<file path="src/rtl/sme_pkg.sv">
package sme_pkg;
   // register addresses
   localparam int unsigned CTRL_ADDR     = 0;
   localparam int unsigned IEN_ADDR      = 1;
   localparam int unsigned PAT_BASE      = 2;
   // control bits
   localparam int unsigned CTRL_EN_BIT   = 0;
   localparam int unsigned CTRL_AUTO_BIT = 1;
   localparam int unsigned CTRL_CLR_BIT  = 2;

   typedef struct packed {
      logic autoclr;
      logic enable;
   } ctrl_t;

   // bit order matches the interrupt enable register
   typedef struct packed {
      logic err;
      logic fail;
      logic pass;
   } flags_t;
endpackage

</file>
<file path="src/rtl/sme_cfg_regs.sv">
module sme_cfg_regs
   import sme_pkg::*;
#(
   parameter int unsigned WORD_W = 16,
   parameter int unsigned LANES  = 4,
   parameter int unsigned ADDR_W = 4
) (
   input  logic                      clk,
   input  logic                      rst_n,
   input  logic                      we,
   input  logic [ADDR_W-1:0]         addr,
   input  logic [7:0]                wdata,
   output ctrl_t                     ctrl_o,
   output logic [2:0]                ien_o,
   output logic                      clr_o,
   output logic [LANES*WORD_W-1:0]   pat_o
);
   localparam int unsigned BPW   = WORD_W / 8;
   localparam int unsigned NBYTE = LANES * BPW;
   localparam logic [ADDR_W-1:0] A_CTRL = ADDR_W'(CTRL_ADDR);
   localparam logic [ADDR_W-1:0] A_IEN  = ADDR_W'(IEN_ADDR);

   logic  wr_ctrl;
   logic  wr_ien;
   ctrl_t ctrl_q;
   logic [2:0] ien_q;

   assign wr_ctrl = we && (addr == A_CTRL);
   assign wr_ien  = we && (addr == A_IEN);

   always_ff @(posedge clk or negedge rst_n) begin
      if (!rst_n) begin
         ctrl_q <= '0;
      end else if (wr_ctrl) begin
         ctrl_q.enable  <= wdata[CTRL_EN_BIT];
         ctrl_q.autoclr <= wdata[CTRL_AUTO_BIT];
      end
   end

   always_ff @(posedge clk or negedge rst_n) begin
      if (!rst_n) begin
         ien_q <= '0;
      end else if (wr_ien) begin
         ien_q <= wdata[2:0];
      end
   end

   // clear is a one-cycle command, never stored
   assign clr_o  = wr_ctrl && wdata[CTRL_CLR_BIT];
   assign ctrl_o = ctrl_q;
   assign ien_o  = ien_q;

   // one byte register per pattern byte; byte b lives at bits 8b+7:8b
   for (genvar b = 0; b < NBYTE; b++) begin : g_byte
      localparam logic [ADDR_W-1:0] A_BYTE = ADDR_W'(PAT_BASE + b);
      logic [7:0] byte_q;
      always_ff @(posedge clk or negedge rst_n) begin
         if (!rst_n) begin
            byte_q <= '0;
         end else if (we && (addr == A_BYTE)) begin
            byte_q <= wdata;
         end
      end
      assign pat_o[b*8 +: 8] = byte_q;
   end
endmodule

</file>
<file path="src/rtl/sme_frame_align.sv">
module sme_frame_align #(
   parameter int unsigned LANES = 4
) (
   input  logic             clk,
   input  logic             rst_n,
   input  logic             en,
   input  logic             valid,
   input  logic             frame,
   output logic             hit_o,
   output logic [LANES-1:0] sel_o
);
   localparam int unsigned SLOT_W = $clog2(LANES);

   logic [SLOT_W-1:0] pos_q;
   logic [SLOT_W-1:0] slot;
   logic              fprev_q;
   logic              rise;

   assign hit_o = en && valid;
   // a new strobe pulls the position back to the first lane
   assign rise  = frame && !fprev_q;
   assign slot  = rise ? '0 : pos_q;

   always_ff @(posedge clk or negedge rst_n) begin
      if (!rst_n) begin
         pos_q   <= '0;
         fprev_q <= 1'b0;
      end else if (hit_o) begin
         fprev_q <= frame;
         pos_q   <= slot + SLOT_W'(1);
      end
   end

   for (genvar l = 0; l < LANES; l++) begin : g_sel
      assign sel_o[l] = hit_o && (slot == SLOT_W'(l));
   end
endmodule

</file>
<file path="src/rtl/sme_lane_cmp.sv">
module sme_lane_cmp #(
   parameter int unsigned WORD_W = 16,
   parameter int unsigned LANES  = 4
) (
   input  logic                    clk,
   input  logic                    rst_n,
   input  logic [LANES-1:0]        sel,
   input  logic [WORD_W-1:0]       data,
   input  logic [LANES*WORD_W-1:0] pat,
   input  logic                    clr,
   input  logic                    wipe,
   output logic [LANES*WORD_W-1:0] mask_o,
   output logic                    bad_o,
   output logic                    carry_o
);
   logic [LANES-1:0] lane_bad;
   logic [LANES-1:0] lane_carry;

   for (genvar l = 0; l < LANES; l++) begin : g_lane
      logic [WORD_W-1:0] diff;
      logic [WORD_W-1:0] sel_diff;
      logic [WORD_W-1:0] carry_q;
      logic [WORD_W-1:0] mask_q;

      assign diff          = data ^ pat[l*WORD_W +: WORD_W];
      assign sel_diff      = sel[l] ? diff : '0;
      assign lane_bad[l]   = |sel_diff;
      assign lane_carry[l] = |carry_q;

      // a mismatch that meets a clear is held for one cycle
      always_ff @(posedge clk or negedge rst_n) begin
         if (!rst_n) begin
            carry_q <= '0;
         end else begin
            carry_q <= clr ? sel_diff : '0;
         end
      end

      always_ff @(posedge clk or negedge rst_n) begin
         if (!rst_n) begin
            mask_q <= '0;
         end else if (clr) begin
            mask_q <= '0;
         end else begin
            mask_q <= (wipe ? '0 : mask_q) | carry_q | sel_diff;
         end
      end

      assign mask_o[l*WORD_W +: WORD_W] = mask_q;
   end

   assign bad_o   = |lane_bad;
   assign carry_o = |lane_carry;
endmodule

</file>
<file path="src/rtl/sme_status.sv">
module sme_status
   import sme_pkg::*;
#(
   parameter int unsigned CLEAN_RUN = 8
) (
   input  logic   clk,
   input  logic   rst_n,
   input  logic   hit,
   input  logic   bad,
   input  logic   carry,
   input  logic   clr,
   input  logic   autoclr,
   output flags_t flags_o,
   output logic   wipe_o
);
   localparam int unsigned CNT_W = $clog2(CLEAN_RUN + 1);
   localparam logic [CNT_W-1:0] RUN_TOP  = CNT_W'(CLEAN_RUN);
   localparam logic [CNT_W-1:0] RUN_LAST = CNT_W'(CLEAN_RUN - 1);

   logic [CNT_W-1:0] run_q;
   flags_t           fl_q;
   logic             clean;
   logic             any_err;

   assign clean   = hit && !bad;
   assign any_err = bad || carry;
   // the clean comparison that completes the run triggers the wipe
   assign wipe_o  = autoclr && clean && !carry && (run_q == RUN_LAST);

   always_ff @(posedge clk or negedge rst_n) begin
      if (!rst_n) begin
         fl_q  <= '0;
         run_q <= '0;
      end else begin
         if (clr) begin
            fl_q.err  <= 1'b0;
            fl_q.fail <= 1'b0;
            run_q     <= '0;
         end else begin
            if (any_err) begin
               fl_q.err  <= 1'b1;
               fl_q.fail <= 1'b1;
            end else if (wipe_o) begin
               fl_q.fail <= 1'b0;
            end
            if (any_err) begin
               run_q <= '0;
            end else if (clean && (run_q != RUN_TOP)) begin
               run_q <= run_q + CNT_W'(1);
            end
         end
         if (hit) begin
            fl_q.pass <= !bad;
         end
      end
   end

   assign flags_o = fl_q;
endmodule

</file>
<file path="src/rtl/smpl_err_mon.sv">
module smpl_err_mon
   import sme_pkg::*;
#(
   parameter int unsigned WORD_W    = 16,
   parameter int unsigned LANES     = 4,
   parameter int unsigned CLEAN_RUN = 8,
   parameter int unsigned ADDR_W    = 4,
   parameter bit          IRQ_REG   = 1'b0
) (
   input  logic                    clk,
   input  logic                    rst_n,
   input  logic                    cfg_we,
   input  logic [ADDR_W-1:0]       cfg_addr,
   input  logic [7:0]              cfg_wdata,
   input  logic                    smp_valid,
   input  logic                    smp_frame,
   input  logic [WORD_W-1:0]       smp_data,
   output logic                    err_sticky,
   output logic                    cmp_pass,
   output logic                    cmp_fail,
   output logic [LANES*WORD_W-1:0] err_mask,
   output logic                    irq
);
   localparam int unsigned NBYTE = LANES * (WORD_W / 8);

   if (WORD_W == 0 || (WORD_W % 8) != 0) begin : g_bad_word
      $error("WORD_W must be a nonzero multiple of 8");
   end
   if (LANES < 2 || (LANES & (LANES - 1)) != 0) begin : g_bad_lanes
      $error("LANES must be a power of two of at least 2");
   end
   if (CLEAN_RUN < 1) begin : g_bad_run
      $error("CLEAN_RUN must be at least 1");
   end
   if (PAT_BASE + NBYTE > (1 << ADDR_W)) begin : g_bad_addr
      $error("ADDR_W too narrow for the pattern bytes");
   end

   ctrl_t                   ctrl_w;
   logic [2:0]              ien_w;
   logic                    clr_w;
   logic [LANES*WORD_W-1:0] pat_w;
   logic                    hit_w;
   logic [LANES-1:0]        sel_w;
   logic                    bad_w;
   logic                    carry_w;
   logic                    wipe_w;
   logic                    en_w;
   flags_t                  flags_w;
   logic                    irq_next;

   sme_cfg_regs #(.WORD_W(WORD_W), .LANES(LANES), .ADDR_W(ADDR_W)) u_regs (
      .clk    (clk),
      .rst_n  (rst_n),
      .we     (cfg_we),
      .addr   (cfg_addr),
      .wdata  (cfg_wdata),
      .ctrl_o (ctrl_w),
      .ien_o  (ien_w),
      .clr_o  (clr_w),
      .pat_o  (pat_w)
   );

   assign en_w = ctrl_w.enable;

   sme_frame_align #(.LANES(LANES)) u_align (
      .clk   (clk),
      .rst_n (rst_n),
      .en    (en_w),
      .valid (smp_valid),
      .frame (smp_frame),
      .hit_o (hit_w),
      .sel_o (sel_w)
   );

   sme_lane_cmp #(.WORD_W(WORD_W), .LANES(LANES)) u_cmp (
      .clk     (clk),
      .rst_n   (rst_n),
      .sel     (sel_w),
      .data    (smp_data),
      .pat     (pat_w),
      .clr     (clr_w),
      .wipe    (wipe_w),
      .mask_o  (err_mask),
      .bad_o   (bad_w),
      .carry_o (carry_w)
   );

   sme_status #(.CLEAN_RUN(CLEAN_RUN)) u_stat (
      .clk     (clk),
      .rst_n   (rst_n),
      .hit     (hit_w),
      .bad     (bad_w),
      .carry   (carry_w),
      .clr     (clr_w),
      .autoclr (ctrl_w.autoclr),
      .flags_o (flags_w),
      .wipe_o  (wipe_w)
   );

   assign err_sticky = flags_w.err;
   assign cmp_fail   = flags_w.fail;
   assign cmp_pass   = flags_w.pass;
   assign irq_next   = |(ien_w & flags_w);

   if (IRQ_REG) begin : g_irq_ff
      logic irq_q;
      always_ff @(posedge clk or negedge rst_n) begin
         if (!rst_n) begin
            irq_q <= 1'b0;
         end else begin
            irq_q <= irq_next;
         end
      end
      assign irq = irq_q;
   end else begin : g_irq_comb
      assign irq = irq_next;
   end
endmodule

</file>
<file path="config.mk">
export PLATFORM = sky130hd
export DESIGN_NAME = smpl_err_mon
export DESIGN_NICKNAME = d
export VERILOG_FILES = /design/src/rtl/sme_pkg.sv /design/src/rtl/sme_cfg_regs.sv /design/src/rtl/sme_frame_align.sv /design/src/rtl/sme_lane_cmp.sv /design/src/rtl/sme_status.sv /design/src/rtl/smpl_err_mon.sv
export SDC_FILE = /design/constraint.sdc
export NUM_CORES = 1
export LEC_CHECK = 0
export ABC_CLOCK_PERIOD_IN_PS = 8200
export CORE_MARGIN = 2
export CORE_UTILIZATION = 40
export DETAILED_ROUTE_END_ITERATION = 10
export PLACE_DENSITY = 0.7
export SYNTH_ARGS = -nofsm -noshare
export SYNTH_HDL_FRONTEND = slang
export SYNTH_SLANG_ARGS = --single-unit
</file>
<file path="constraint.sdc">
create_clock -name clk -period 8.2 [get_ports clk]
set_input_delay 0.82 -clock clk [delete_from_list [all_inputs] [get_ports clk]]
set_output_delay 0.82 -clock clk [all_outputs]
set_load 0.005 [all_outputs]
</file>
==> reports/qor.yml, run 1 <==
antenna_found_initial: 0
syn_inst: 848
power.density_nw_per_um2: 296
critical_path.max_fanout: 50
synth_area_um2: 9590
outcome: "finished, final reports clean"
setup_tns_ns: 0
fp.coreArea_um2: 23500
viasPerCell: 5.26
cts_tree: "done"
power.leakage_nw: 4.98
hpwlAfterDp_um: 16900
ys_types: 47
clk_path_buf_depth: 3
synth_area_leader_cell: "dfrtp_1"
crit_chain: "clkdlybuf4s50_1, nand2b_1, and2_1, inv_1, ha_1, nand3_1, buf_4, o22ai_1, nor4_4, o21ai_2, nor4_4, buf_4, o22ai_2"
clk_latency_ns: 0.50
ios: 101
crit_arrival_ns: 4.67
drive_gt1_frac: 0.216
fin_cells: 1253
critPathBufInv: 4
h-tree-depth: 1
row_count: 56
die_h_um: 159
tightest_slew_ns: 1.01
min_path_type: "in -> async"
hold_viol_final: 0
endpoint_kind: "flop"
cp_slowest_stage_delay_ns: 0.81
crit_family: "buffers and inverters"
yosys-top-cells-area: "dfrtp_1 54%, mux2_2 8.1%, xnor2_2 3.9%"
relSlewSlack: 0.326
cp-start-kind: "input port"
place_inst: 1215
drt-pass1-iter-count: 5
grt_pass1_vias: 6632
post_cts_buffers: 0
syn_nets: 885
setup_viol: 0
yosys_most_used_dff: "dfrtp_1"
min_period_ns: 4.31
cp.required_ns: 8.55
cts_inserted_buffers: 22
critPathKind: "in -> reg"
drv_slew: 0
cts_sinks: 207
yosysMostFrequentCell: "dfrtp_1"
grt_max_degree: 112
gp_congestion: 0.913
irDropWorstVdd_mv: 0.112
synth_common_cells: "207 x dfrtp_1, 85 x nor2_1, 79 x nand2_1"
areaGrowthSynthToFinish_pct: 19.4
cp_slowest_cell: "nor4_4"
drt-wirelength-per-cell_um: 18.8
cts_resized: 0
fin_crit_sh: 0.526
grt_pass1_wl_um: 37600
fmax_mhz: 232
vias: 6594
grtUsageTotal: 0.189
avgSynthCellArea_um2: 11.3
n_antenna_cell: 0
holdWs_ns: 0.449
drt_iter0_drc: 542
yosysWarningCount: 0
yosys.area.top_type_share: 0.540
wirelength_um: 23600
drtAntennaViolNets: 0
initial_core_util: 0.408
drc_errors: 0
clkTransAtPathRegs_ns: 0.06
drv_cap: 0
ys_seq_elements: 207
holdBufCountCts: 0
rsz0062_at_grt: "false"
root_buffer: "clkbuf_16"
clock_skew_ns: 0.0110
port-buffer-count: 100
dieArea_um2: 25200
nets: 957
overflow: 0
async_reset_ff_frac: 1.00
synth_edf_count: 0
die_w_um: 159
synth_seq_area_share: 0.540
## metrics by stage
stage | util | power [mW] | instance area, um2 | setup WS [ns]
after global placement | 0.455 | 2.35 | 10700 | 3.47
after detailed placement | 0.455 | 2.38 | 10700 | 3.35
after global routing | 0.488 | 3.57 | 11500 | 3.56
final | 0.488 | 3.39 | 11500 | 3.89
after floorplan | - | 1.91 | 9590 | 5.13
after CTS | 0.488 | 3.42 | 11500 | 3.89
## path summary, 6_finish.rpt
path / start / endpoint / slack (ns) / cells past startpoint
worst max-delay path: smp_frame / u_cmp.g_lane[0].mask_q[6] / 3.89 / 13
worst min-delay path: rst_n / u_cmp.g_lane[1].mask_q[14] / 0.45 / 1
worst max register to register: u_align.fprev_q / u_cmp.g_lane[0].mask_q[6] / 4.24 / 11
worst min register to register: u_align.fprev_q / u_align.fprev_q / 0.47 / 2
max in group asynchronous: rst_n / u_cmp.g_lane[1].mask_q[11] / 6.57 / 2
min in group clk: u_align.fprev_q / u_align.fprev_q / 0.47 / 2
## cell type report
class / count / area (um2)
Sequential cell: 207 / 5180
Clock inverter: 10 / 136
Clock buffer: 28 / 624
Tap cell: 319 / 399
Timing Repair Buffer: 109 / 1070
Multi-Input combinational cell: 559 / 3960
Fill cell: 2124 / 12000
Inverter: 21 / 78.8
## cells by family (layout without fill, tap and decap cells)
| group | Yosys count | count (layout) | synth area share |
|---|---|---|---|
| AOI/OAI and AO/OA | 159 | 159 | 0.115 |
| xor gates and xnor gates | 65 | 65 | 0.0793 |
| and+or+nand+nor | 262 | 262 | 0.131 |
| muxes | 69 | 69 | 0.0810 |
| buffers and inverters | 82 | 168 | 0.0480 |
| adders and majority gates | 4 | 4 | 0.00522 |
| DFF | 207 | 207 | 0.540 |
## cells in the final DEF (no fill, tap or decap), drive strengths merged, types with 2 or more instances in the layout
| cell type | n |
|---|---|
| nor3b | 3 |
| a21oi | 26 |
| nor2 | 85 |
| ha | 4 |
| a41oi | 2 |
| nor3 | 35 |
| nand2 | 79 |
| dfrtp | 207 |
| nand4 | 16 |
| o22ai | 20 |
| mux2 | 69 |
| and2 | 2 |
| and3 | 3 |
| bufinv | 3 |
| or3 | 2 |
| xnor2 | 64 |
| o21a | 3 |
| clkinvlp | 3 |
| inv | 22 |
| nor4 | 22 |
| nand3b | 4 |
| clkbuf | 29 |
| o21ai | 100 |
| nand3 | 5 |
| clkinv | 3 |
| o31ai | 2 |
| a211oi | 3 |
| buf | 9 |
| or2 | 2 |
| clkdlybuf4s50 | 99 |
| nand2b | 2 |
## routing by layer
layer | vias to the layer above | routed length (um) | GRT usage
met1 | 3232 | 10600 | 0.268
met3 | 51 | 1610 | 0.0366
met4 | 0 | 667 | 0.0609
met5 | - | 0 | 0
met2 | 238 | 10700 | 0.292
li1 | 3073 | - | -
## power breakdown
group | switching [mW] | internal, mW | leakage, nW
clock | 0.404 | 0.633 | 0.366
sequential | 0.147 | 1.25 | 2.65
combinational | 0.436 | 0.521 | 1.96
total | 0.987 | 2.40 | 4.98
## flip-flops by register name, summed over array words and instances (netlist names)
signal,flops
u_regs.ctrl_o,2
u_cmp.g_lane.carry_q,64
u_regs.ien_o,3
u_align.pos_q,2
u_cmp.g_lane.mask_q,64
u_align.fprev_q,1
u_stat.run_q,4
u_regs.g_byte.byte_q,64
u_stat.flags_o,3
Power figures use the tool's default switching activity.
==> run 2: changes to the inputs <==
- ABC_CLOCK_PERIOD_IN_PS: 8200 -> 4190
- clock period: 8.2 -> 4.19 ns (I/O delays scaled with it)
==> reports/qor.yml, run 2 (same netlist as run 1, synthesis figures left out) <==
outcome: "complete, but fails checks"
violations: "negative hold slack"
grt_pass1_wl_um: 38300
post_cts_buffers: 0
cp-start-kind: "flop"
min_period_ns: 3.06
place_inst: 1219
holdWs_ns: -0.0217
fp.coreArea_um2: 23500
holdBufCountCts: 0
multi_input_area_um2: 3960
overflow: 0
n_antenna_cell: 0
initial_core_util: 0.408
grt_max_degree: 94
grt_busiest_layer: "met2"
drt-wirelength-per-cell_um: 19.1
die_w_um: 159
critical_path.max_fanout: 64
drt_iter0_drc: 529
die_h_um: 159
min_path_type: "in -> async"
nets: 962
fin_cells: 1259
grtUsageTotal: 0.191
clock_skew_ns: 0.0119
final_cell_mix: "207 x dfrtp_1, 99 x clkdlybuf4s50_1, 85 x nor2_1, 79 x nand2_1, 69 x mux2_2"
drv_slew: 0
gp_congestion: 0.856
grt_pass1_vias: 6743
rsz0062_at_grt: "false"
setup_tns_ns: 0
final-seq-area_um2: 5180
cts_tree: "done"
use_met2: 0.299
endpoint_kind: "flop"
drive_gt1_frac: 0.220
clkTransAtPathRegs_ns: 0.06
crit_arrival_ns: 3.43
h-tree-depth: 1
cp_slowest_stage_delay_ns: 0.37
root_buffer: "clkbuf_16"
critPathBufInv: 1
crit_chain: "nand2b_1, and2_1, ha_1, nand3_1, o22ai_1, nor4_2, nand3_2, nor4_4, buf_12, o22ai_2"
antenna_found_initial: 0
drc_errors: 0
dieArea_um2: 25200
drtAntennaViolNets: 0
clk_path_buf_depth: 3
power.leakage_nw: 5.00
row_count: 56
ios: 101
fin_crit_sh: 0.729
power.density_nw_per_um2: 569
setup_viol: 0
nFillCells: 2095
hold_viol_final: 17
r2r_end: "u_cmp.g_lane[0].mask_q[14]"
relSlewSlack: 0.426
viasPerCell: 5.22
fmax_mhz: 327
cp_slowest_cell: "dfrtp_1"
r2r_cells: 10
drt-pass1-iter-count: 4
areaGrowthSynthToFinish_pct: 19.5
cts_sinks: 207
timing.rr.start: "u_align.fprev_q"
grtUsageMet3: 0.0334
cts_inserted_buffers: 23
vias: 6567
cts_resized: 0
hpwlAfterDp_um: 17400
clk_latency_ns: 0.51
reg_top3: "u_cmp.g_lane.carry_q (64), u_cmp.g_lane.mask_q (64), u_regs.g_byte.byte_q (64)"
drv_cap: 0
tightest_slew_ns: 0.857
irDropWorstVdd_mv: 0.251
final_common_cell: "dfrtp_1"
crit_family: "simple AND/OR/NAND/NOR gates"
wirelength_um: 24100
port-buffer-count: 100
reg2reg_slack_ns: 1.13
cp.required_ns: 4.56
critPathKind: "reg -> reg"
use_met1: 0.272
run 2: cell count changes in the layout (fill, tap and decap cells not counted), sizes merged:
| cell | previous run | this run |
|---|---|---|
| clkbuf | 29 | 33 |
| clkinvlp | 3 | 0 |
| clkinv | 3 | 7 |
| buf | 9 | 13 |
| bufinv | 3 | 0 |
run 2: area by class of cell:
class / instances / area share
clock buffer: 32 / 0.0584
clock inverter: 8 / 0.00382
inverter: 21 / 0.00688
sequential: 207 / 0.452
tap: 319 / 0.0348
multi-input combinational: 559 / 0.346
timing repair buffer: 113 / 0.0984
run 2: how the worst max path moves through the flow:
stage               startpoint                         end  slack [ns]  cells past startpoint
2_1_floorplan  u_align.fprev_q  u_cmp.g_lane[0].mask_q[10]        1.51                     11
6_report       u_align.fprev_q  u_cmp.g_lane[0].mask_q[14]        1.13                     10
5_1_grt        u_align.fprev_q  u_cmp.g_lane[3].mask_q[15]        0.88                     10
3_3_place_gp         smp_frame  u_cmp.g_lane[2].mask_q[15]        0.79                     11
4_1_cts        u_align.fprev_q  u_cmp.g_lane[3].mask_q[15]        1.13                     10
3_5_place_dp         smp_frame  u_cmp.g_lane[3].mask_q[15]        0.67                     11
run 2: through the flow:
| step | cell area, um2 | power, mW | hold slack [ns] | worst slack [ns] | utilization |
|---|---|---|---|---|---|
| floorplan | 9590 | 3.74 | 0.123 | 1.51 | - |
| global placement | 10700 | 4.62 | 0.452 | 0.791 | 0.458 |
| detailed placement | 10700 | 4.66 | 0.461 | 0.669 | 0.458 |
| CTS | 11500 | 6.57 | 0.00293 | 1.13 | 0.488 |
| global route | 11500 | 6.87 | 0.0391 | 0.875 | 0.488 |
| finish | 11500 | 6.52 | -0.0217 | 1.13 | 0.488 |
run 2: metal layers:
metal	share of wire	wire length [um]	vias up
met4	0.024	585	0
li1	-	-	3080
met3	0.053	1280	42
met1	0.46	11100	3271
met5	0	0	-
met2	0.46	11100	174
run 2: worst reg2reg max path, stage by stage (launching register included):
cell and delay (ns):
dfrtp_1 0.37, nand2b_1 0.18, and2_1 0.20, ha_1 0.20
nand3_1 0.32, o22ai_1 0.19, nor4_2 0.36, nand3_2 0.20
nor4_4 0.30, buf_12 0.34, o22ai_2 0.27
run 2: power by group:
part / switching (mW) / internal [mW] / leakage (nW)
Sequential: 0.292 / 2.44 / 2.65
Clock: 0.790 / 1.11 / 0.362
Combinational: 0.860 / 1.02 / 1.99
Total: 1.94 / 4.58 / 5.00
==> run 3: changes to the inputs <==
- ABC_CLOCK_PERIOD_IN_PS: 4190 -> 2600
- PLACE_DENSITY: 0.7 -> 0.72
- clock period: 4.19 -> 2.6 ns (I/O delays scaled with it)
==> reports/qor.yml, run 3 (same netlist as run 1, synthesis figures left out) <==
port-buffer-count: 100
irDropWorstVdd_mv: 0.438
endpoint_kind: "flop"
relSlewSlack: 0.562
min_period_ns: 2.63
fin_crit_sh: 1.01
drive_gt1_frac: 0.329
drt-wirelength-per-cell_um: 18.1
drt_iter0_drc: 588
die_w_um: 159
grtUsageTotal: 0.195
clk_path_buf_depth: 3
vias: 7165
setup_viol: 11
tightest_slew_ns: 0.657
nets: 1095
drtAntennaViolNets: 0
cts_inserted_buffers: 22
row_count: 56
p_total_mw: 11.2
grt_pass1_vias: 7014
dieArea_um2: 25200
stdcell_area_um2: 12800
grt_pass1_wl_um: 39200
antenna_found_initial: 0
gp_congestion: 0.884
fp.coreArea_um2: 23500
critPathKind: "reg -> reg"
power.leakage_nw: 5.72
h-tree-depth: 1
critical_path.max_fanout: 7
cp.required_ns: 2.98
clock_skew_ns: 0.0240
clkTransAtPathRegs_ns: 0.06
wirelength_um: 25100
outcome: "complete, but fails checks"
cts_sinks: 207
fin_cells: 1391
hpwlAfterDp_um: 17900
clk_latency_ns: 0.51
rsz0062_at_grt: "true"
dpl_cell_area_um2: 11700
cp_slowest_cell: "dfrtp_1"
grt_max_degree: 147
crit_chain: "nand2b_4, and2_4, ha_4, nand3_4, buf_4, a21oi_1, nor4_4, o21ai_2, nor4_4, buf_4, clkbuf_16, clkbuf_16, o21ai_2"
viasPerCell: 5.15
final_cell_mix: "207 x dfrtp_1, 128 x buf_4, 99 x clkdlybuf4s50_1, 85 x nor2_1, 78 x nand2_1"
setup_tns_ns: -0.187
die_h_um: 159
place_inst: 1337
initial_core_util: 0.408
drc_errors: 0
fmax_mhz: 380
crit_arrival_ns: 3.01
hold_viol_final: 0
drv_slew: 0
min_path_type: "in -> async"
cp_slowest_stage_delay_ns: 0.37
holdWs_ns: 0.330
drt-pass1-iter-count: 5
ios: 101
violations: "negative setup slack"
power.density_nw_per_um2: 879
root_buffer: "clkbuf_16"
cp-start-kind: "flop"
final_common_cell: "dfrtp_1"
areaGrowthSynthToFinish_pct: 33.0
drv_cap: 0
n_antenna_cell: 0
postLayoutSetupSlackWorst_ns: -0.0304
cts_tree: "done"
overflow: 0
reg_top3: "u_cmp.g_lane.carry_q (64), u_cmp.g_lane.mask_q (64), u_regs.g_byte.byte_q (64)"
[run 3: worst max-delay path, delay by kind of cell, from the launching register on]
family / cells / cell delay, ns
simple gates: 5 / 1.10
fa+ha+maj: 1 / 0.16
buf+inv: 4 / 0.65
flops: 1 / 0.37
compound gates: 3 / 0.22
[run 3: layout make-up]
type | count | area, um2
flip-flops and latches | 207 | 5180
inverters | 21 | 81.3
fillers | 1999 | 10700
repair buffers | 247 | 2310
well taps | 319 | 399
clock buffers | 30 | 642
multi-input cells | 559 | 4070
clock inverters | 8 | 68.8
[run 3: final timing paths]
check	start	end	slack, ns	depth (start not counted)
hold / removal	rst_n	u_cmp.g_lane[2].mask_q[0]	0.33	2
hold reg to reg	u_align.fprev_q	u_align.fprev_q	0.48	2
setup reg to reg	u_align.fprev_q	u_cmp.g_lane[2].mask_q[5]	-0.03	13
setup / recovery	u_align.fprev_q	u_cmp.g_lane[2].mask_q[5]	-0.03	13
max in group asynchronous	rst_n	u_cmp.g_lane[0].carry_q[15]	1.46	3
min in group clk	smp_frame	u_align.fprev_q	0.39	3
[run 3: per-stage QoR]
step                setup slack, ns   util
detailed placement           -0.346  0.499
global route                -0.0964  0.543
CTS                          0.0193  0.531
finish                      -0.0304  0.543
floorplan                   0.00997      -
global placement             -0.288  0.499
[run 3: per-layer routing]
layer	vias to the layer above	share of wire	global-route usage
li1	3338	-	-
met5	-	0	0
met2	232	0.47	0.308
met3	41	0.058	0.0337
met4	0	0.029	0.0667
met1	3554	0.44	0.273
[run 3: report_power, final]
part	total [mW]	switching, mW	leakage [nW]	internal (mW)
clock	3.08	1.25	0.358	1.82
combinational	3.72	1.55	2.71	2.17
sequential	4.42	0.484	2.65	3.94
[run 3: timing repair]
item                       CTS  global route
buffers inserted             1            11
gates resized for setup      2            29
setup endpoints to repair   42            68
pin swaps                    1            21
hold endpoints to repair    73             0
hold buffers                 1             0
gates cloned                 0             3
